[src/rtl/mtemp_pkg.sv]
package mtemp_pkg;

    // Configuration word layout (field positions are host-visible).
    localparam int CFG_W     = 32;
    localparam int COEF_W    = 10;
    localparam int COEF_FRAC = 10;
    localparam int DECAY_LSB = 0;
    localparam int GAIN_LSB  = DECAY_LSB + COEF_W;
    localparam int USED_TOP  = GAIN_LSB + COEF_W;

    localparam logic [COEF_W-1:0] DECAY_RST = '1;
    localparam logic [COEF_W-1:0] GAIN_RST  = '0;

    typedef logic [COEF_W-1:0] coef_t;

    typedef struct packed {
        coef_t gain;
        coef_t decay;
    } coef_pair_t;

    localparam coef_pair_t COEF_RST = '{gain: GAIN_RST, decay: DECAY_RST};

    function automatic coef_pair_t cfg_unpack(input logic [CFG_W-1:0] w);
        coef_pair_t c;
        c.decay = w[DECAY_LSB +: COEF_W];
        c.gain  = w[GAIN_LSB  +: COEF_W];
        return c;
    endfunction

    function automatic logic [CFG_W-1:0] cfg_pack(input coef_pair_t c);
        logic [CFG_W-1:0] w;
        w = '0;
        w[DECAY_LSB +: COEF_W] = c.decay;
        w[GAIN_LSB  +: COEF_W] = c.gain;
        return w;
    endfunction

endpackage

[src/rtl/mtemp_cfg_reg.sv]
module mtemp_cfg_reg
    import mtemp_pkg::*;
(
    input  logic             clk,
    input  logic             rst,
    input  logic             wr_en,
    input  logic [CFG_W-1:0] wr_data,
    output logic [CFG_W-1:0] rd_data,
    output coef_pair_t       coef
);

    coef_pair_t coef_q;
    logic       unused_rsvd;

    // Reserved bits are discarded on write.
    assign unused_rsvd = ^wr_data[CFG_W-1:USED_TOP];

    always_ff @(posedge clk) begin
        if (rst) begin
            coef_q <= COEF_RST;
        end else if (wr_en) begin
            coef_q <= cfg_unpack(wr_data);
        end
    end

    assign coef    = coef_q;
    assign rd_data = cfg_pack(coef_q);

endmodule

[src/rtl/mtemp_delta.sv]
module mtemp_delta #(
    parameter int E_W = 16
) (
    input  logic           clk,
    input  logic           rst,
    input  logic           valid,
    input  logic [E_W-1:0] sample,
    output logic [E_W-1:0] delta
);

    logic [E_W-1:0] prev_q;

    always_ff @(posedge clk) begin
        if (rst) begin
            prev_q <= '0;
        end else if (valid) begin
            prev_q <= sample;
        end
    end

    // Modular difference: a wrapping counter yields a small positive delta.
    assign delta = sample - prev_q;

endmodule

[src/rtl/mtemp_filter.sv]
module mtemp_filter
    import mtemp_pkg::*;
#(
    parameter int T_W    = 16,
    parameter int T_FRAC = 8,
    parameter int E_W    = 16,
    parameter int OUT_W  = 25
) (
    input  coef_pair_t       coef,
    input  logic [T_W-1:0]   temp,
    input  logic [E_W-1:0]   delta,
    output logic [OUT_W-1:0] sum_q
);

    localparam int A_W   = COEF_W + T_W;
    localparam int B_W   = COEF_W + E_W + T_FRAC;
    localparam int SUM_W = ((A_W > B_W) ? A_W : B_W) + 1;

    logic [SUM_W-1:0] decay_term;
    logic [SUM_W-1:0] gain_term;
    logic [SUM_W-1:0] total;
    logic             unused_lsbs;

    always_comb begin
        decay_term = SUM_W'(coef.decay) * SUM_W'(temp);
        gain_term  = (SUM_W'(coef.gain) * SUM_W'(delta)) << T_FRAC;
        total      = decay_term + gain_term;
    end

    // Single floor at the end, aligning to the estimate's fraction.
    assign sum_q       = OUT_W'(total >> COEF_FRAC);
    assign unused_lsbs = ^total[COEF_FRAC-1:0];

endmodule

[src/rtl/mtemp_state.sv]
module mtemp_state #(
    parameter int T_W   = 16,
    parameter int OUT_W = 25
) (
    input  logic             clk,
    input  logic             rst,
    input  logic             upd,
    input  logic [T_W-1:0]   ambient,
    input  logic [OUT_W-1:0] sum_q,
    output logic [T_W-1:0]   temp
);

    localparam logic [T_W-1:0] T_MAX = '1;

    logic           ovf;
    logic [T_W-1:0] next_t;
    logic [T_W-1:0] temp_q;

    generate
        if (OUT_W > T_W) begin : g_sat
            assign ovf = |sum_q[OUT_W-1:T_W];
        end else begin : g_nosat
            assign ovf = 1'b0;
        end
    endgenerate

    assign next_t = ovf ? T_MAX : sum_q[T_W-1:0];

    always_ff @(posedge clk) begin
        if (rst) begin
            temp_q <= ambient;
        end else if (upd) begin
            temp_q <= next_t;
        end
    end

    assign temp = temp_q;

endmodule

[src/rtl/mtemp_estimator.sv]
module mtemp_estimator
    import mtemp_pkg::*;
#(
    parameter int E_W    = 16,
    parameter int T_INT  = 8,
    parameter int T_FRAC = 8
) (
    input  logic                    clk,
    input  logic                    rst,
    input  logic                    cfg_wr_en,
    input  logic [CFG_W-1:0]        cfg_wr_data,
    output logic [CFG_W-1:0]        cfg_rd_data,
    input  logic [T_INT+T_FRAC-1:0] ambient,
    input  logic                    e_valid,
    input  logic [E_W-1:0]          e_sample,
    output logic [T_INT+T_FRAC-1:0] temp_out
);

    localparam int T_W   = T_INT + T_FRAC;
    localparam int A_W   = COEF_W + T_W;
    localparam int B_W   = COEF_W + E_W + T_FRAC;
    localparam int OUT_W = ((A_W > B_W) ? A_W : B_W) + 1 - COEF_FRAC;

    coef_pair_t       coef;
    logic [E_W-1:0]   delta;
    logic [OUT_W-1:0] sum_q;

    mtemp_cfg_reg u_cfg (
        .clk     (clk),
        .rst     (rst),
        .wr_en   (cfg_wr_en),
        .wr_data (cfg_wr_data),
        .rd_data (cfg_rd_data),
        .coef    (coef)
    );

    mtemp_delta #(.E_W(E_W)) u_delta (
        .clk    (clk),
        .rst    (rst),
        .valid  (e_valid),
        .sample (e_sample),
        .delta  (delta)
    );

    mtemp_filter #(
        .T_W    (T_W),
        .T_FRAC (T_FRAC),
        .E_W    (E_W),
        .OUT_W  (OUT_W)
    ) u_filter (
        .coef  (coef),
        .temp  (temp_out),
        .delta (delta),
        .sum_q (sum_q)
    );

    mtemp_state #(.T_W(T_W), .OUT_W(OUT_W)) u_state (
        .clk     (clk),
        .rst     (rst),
        .upd     (e_valid),
        .ambient (ambient),
        .sum_q   (sum_q),
        .temp    (temp_out)
    );

endmodule

[config.mk]
export PLATFORM = sky130hd
export DESIGN_NAME = mtemp_estimator
export DESIGN_NICKNAME = d
export VERILOG_FILES = /design/src/rtl/mtemp_pkg.sv /design/src/rtl/mtemp_cfg_reg.sv /design/src/rtl/mtemp_delta.sv /design/src/rtl/mtemp_filter.sv /design/src/rtl/mtemp_state.sv /design/src/rtl/mtemp_estimator.sv
export SDC_FILE = /design/constraint.sdc
export NUM_CORES = 1
export LEC_CHECK = 0
export BUFFER_PORTS_ARGS = -buffer_cell sky130_fd_sc_hd__buf_2
export CAP_MARGIN = 20
export CORE_AREA = 4 4 171 173
export DETAILED_ROUTE_END_ITERATION = 7
export DIE_AREA = 0 0 175 177
export GPL_TIMING_DRIVEN = 0
export HOLD_SLACK_MARGIN = 0.12
export PLACE_DENSITY = 0.68
export SYNTH_ARGS = -nofsm -noshare
export SYNTH_HDL_FRONTEND = slang
export SYNTH_SLANG_ARGS = --single-unit
[constraint.sdc]
create_clock -name clk -period 26.5 [get_ports clk]
set_input_delay 2.65 -clock clk [delete_from_list [all_inputs] [get_ports clk]]
set_output_delay 2.65 -clock clk [all_outputs]
set_load 0.01 [all_outputs]
==> flow_summary.rst <==
.. list-table::
   :header-rows: 1

   * - Metric
     - Value
   * - Result of the run
     - finished, final reports clean
   * - Iter 0 DRT Violations
     - about 640
   * - Hold Path Cell Cnt
     - 2
   * - Number of different library cells in the post-synthesis netlist
     - 67
   * - Clk slew on worst S/H paths
     - about 90 ps
   * - Post-cts repair resize count
     - 0
   * - Worst hold path type
     - reg2reg
   * - Setup violations, final
     - 0
   * - Primary FF master, synth
     - dfxtp_1
   * - Delay of the slowest cell on the worst path
     - 780 ps
   * - Post-synthesis instance area
     - around 14000 sq um
   * - Final period utilization
     - 0.487
   * - DIE WIDTH
     - around 180 um
   * - Final setup skew
     - between 9 and 10 ps
   * - Number of vias after detailed routing
     - ~11000
   * - Layout-stage area growth over the synthesis result
     - 8.10%
   * - Kind of capture point of the worst setup path
     - flop
   * - Number of H-tree branching levels
     - 2
   * - Critical setup path kind
     - in2reg
   * - Fmax achieved
     - 77.5 MHz
   * - Total inserted antenna cells
     - 0
   * - Setup repair after global routing missed its margin
     - false
   * - Highest fanout seen on the critical path
     - 10
   * - Placeable core region
     - 27600 sq um
   * - Clock Tree Buf Depth
     - 2
   * - Wire length of the first global-routing pass
     - 56600 um
   * - DRC violations left
     - 0
   * - Post-synthesis sequential element count
     - 52
   * - Setup TNS
     - 0 ps
   * - Die ar.
     - approximately 31000 sq um
   * - Proportion of synthesized flip-flops having asynchronous set or reset
     - 0
   * - Endpoint arrival time on the critical path
     - approximately 13000 ps
   * - Via count of the first global-routing pass
     - between 10000 and 15000
   * - Worst r2r path cells
     - 38
   * - Global router's overall resource usage
     - 0.225
   * - Number of hold buffers added after CTS
     - 0
   * - Height of the die
     - about 180 um
   * - Sort of element at the start of the critical path
     - input pin
   * - Number of buffers added for setup after CTS
     - 0
   * - Crit path required time
     - between 20000 and 30000 ps
   * - Num ports
     - between 100 and 150
   * - Place WS
     - 13220 ps
   * - Number of buffers inserted by port buffering
     - 89
   * - Final HPWL from detailed placement
     - between 20000 and 30000 um
   * - Portion of the post-synthesis area used by sequential elements
     - 0.0876
   * - Fraction of layout instances using a drive strength above 1
     - 0.0862
   * - Slowest cell on crit path
     - xor2_1
   * - Utilization after layout
     - 0.536
   * - Max-capacitance violation count
     - 0
   * - Clock sink count
     - 52
   * - Number of instances in the synthesized netlist
     - about 1500
   * - Routed via count divided by cell count
     - 5.28
   * - Detail-routed net length per standard cell
     - approximately 16 um
   * - Number of pins with negative max-slew slack in the final report
     - 0
   * - Cell repeated most along the worst path
     - fa_1
   * - TritonCTS clock tree
     - built
   * - Weighted congestion at the end of routability-driven global placement
     - about 0.9
   * - Post-Route WL
     - between 30000 and 40000 um
   * - Final Hold Violating Endpoints
     - 0
   * - Initial core utilization
     - 0.496
   * - Total CTS buffers
     - 5
   * - Normalized max-slew margin
     - 0.283
   * - Average instance area after synthesis
     - slightly below 9 sq um
   * - Routed Antenna Nets
     - 0
   * - Clk Latency, worst-skew pair
     - 320 ps
   * - Number of placement rows
     - 61
   * - Largest net degree at the start of global routing
     - 19
   * - Antenna violations before repair
     - 0
   * - Remaining global-route overflow
     - 0
   * - Slew of the pin with the lowest slew margin
     - about 1100 ps
   * - Crit path setup slack, layout
     - ~14000 ps
   * - Pre-antenna DRT Iters
     - 5
   * - Count of flip-flops with a built-in enable after synthesis
     - 16
   * - Final-stage net count
     - between 2000 and 2500
   * - Total number of yosys warnings
     - 0
   * - Master cell of the clock root buffer
     - clkbuf_16
   * - Final critical delay including setup and external delays
     - roughly 13000 ps
## path summary, 6_finish.rpt
path,from,endpoint,slack (ps)
setup / recovery,e_sample[0],u_state.temp[4],13600
hold / removal,u_delta.prev_q[9],u_delta.prev_q[9],500
setup reg to reg,u_delta.prev_q[0],u_state.temp[4],15740
hold reg to reg,u_delta.prev_q[9],u_delta.prev_q[9],500
## kinds of logic (layout without fill, tap and decap cells)
kind of cell               Yosys count  after routing  share of synthesized area
DFF                                 52             52                     0.0876
adders and majority gates          379            379                      0.477
and+or+nand+nor                    521            521                      0.198
AOI/OAI and AO/OA                  156            156                     0.0866
other                                1             12                   0.000274
muxes                               27             27                     0.0197
buffers and inverters              359            456                      0.102
xor gates and xnor gates            45             45                     0.0288
## registers in the layout, indices dropped and copies added, names as in the netlist
signal	cells
u_cfg.coef	20
u_delta.prev_q	16
u_state.temp	16
## synth_stat cells (3+ instances only)
| cell type | instances | area share |
|---|---|---|
| nor4b_1 | 16 | 0.010 |
| a21oi_2 | 10 | 0.0064 |
| ha_1 | 140 | 0.13 |
| nand2b_1 | 8 | 0.0037 |
| buf_4 | 12 | 0.0066 |
| o211ai_1 | 9 | 0.0049 |
| a211oi_1 | 8 | 0.0044 |
| and3_1 | 9 | 0.0041 |
| and2_1 | 133 | 0.061 |
| nand4_1 | 8 | 0.0037 |
| or2_2 | 3 | 0.0014 |
| or4b_2 | 6 | 0.0044 |
| or3_1 | 3 | 0.0014 |
| a211o_1 | 12 | 0.0077 |
| edfxtp_1 | 16 | 0.035 |
| a31oi_1 | 4 | 0.0018 |
| o21a_1 | 8 | 0.0044 |
| dfxtp_1 | 36 | 0.053 |
| nand3_1 | 32 | 0.012 |
| nor2_1 | 58 | 0.016 |
| nor2b_1 | 39 | 0.018 |
| o21ai_0 | 13 | 0.0047 |
| nor3_1 | 11 | 0.0040 |
| o21bai_1 | 3 | 0.0016 |
| o311a_1 | 3 | 0.0022 |
| fa_1 | 239 | 0.35 |
| nand4b_1 | 3 | 0.0019 |
| mux2i_1 | 27 | 0.020 |
| a21o_1 | 15 | 0.0082 |
| clkbuf_1 | 73 | 0.020 |
| inv_1 | 266 | 0.073 |
| xnor2_1 | 27 | 0.017 |
| nand2_1 | 181 | 0.050 |
| o31ai_1 | 3 | 0.0016 |
| a21oi_1 | 33 | 0.012 |
| and4_1 | 6 | 0.0038 |
| xor2_1 | 18 | 0.012 |
| buf_1 | 7 | 0.0019 |
| a311oi_1 | 6 | 0.0038 |
## worst max-delay path, delay by kind of cell
kind / cells / cell delay (ps)
compound gates: 14 / 2620
fa+ha+maj: 12 / 5010
xor+xnor: 2 / 880
buf+inv: 7 / 640
simple gates: 5 / 1160
## layer usage
| metal | track usage | share of wire | up-vias |
|---|---|---|---|
| met5 | 0 | 0 | - |
| met4 | 0.0530 | 0.019 | 0 |
| met3 | 0.0184 | 0.042 | 39 |
| met2 | 0.423 | 0.52 | 228 |
| met1 | 0.283 | 0.42 | 5368 |
| li1 | - | - | 5053 |
## area by class of cell
class,count,area (sq um)
plain buffers,93,402
clock buffers,5,125
clock inverters,3,25.0
fillers,2631,12800
inverters,266,998
multi-input cells,1140,11100
flip-flops and latches,52,1200
well taps,378,473
repair buffers,89,445
## cells in the final DEF, fill, tap and decap left out, types with 15 or more instances in the layout
| cell type | count |
|---|---|
| buf_2 | 89 |
| nand3_1 | 32 |
| nor2b_1 | 39 |
| nand2_1 | 181 |
| edfxtp_1 | 16 |
| and2_1 | 133 |
| dfxtp_1 | 36 |
| inv_1 | 266 |
| xor2_1 | 18 |
| ha_1 | 140 |
| fa_1 | 239 |
| a21o_1 | 15 |
| clkbuf_1 | 73 |
| xnor2_1 | 27 |
| a21oi_1 | 33 |
| nor4b_1 | 16 |
| mux2i_1 | 27 |
| nor2_1 | 58 |
## metrics by stage
stage	instances	area (sq um)	hold slack, ps
after global routing	2026	14800	551
after detailed placement	2018	14700	487
final	2026	14800	504
after global placement	2018	14700	474
after CTS	2026	14800	509
after floorplan	1551	13700	460
Power is left out: the tool's default activity adds up to more than one toggle a clock period on the data nets, which glitch-free logic cannot reach.
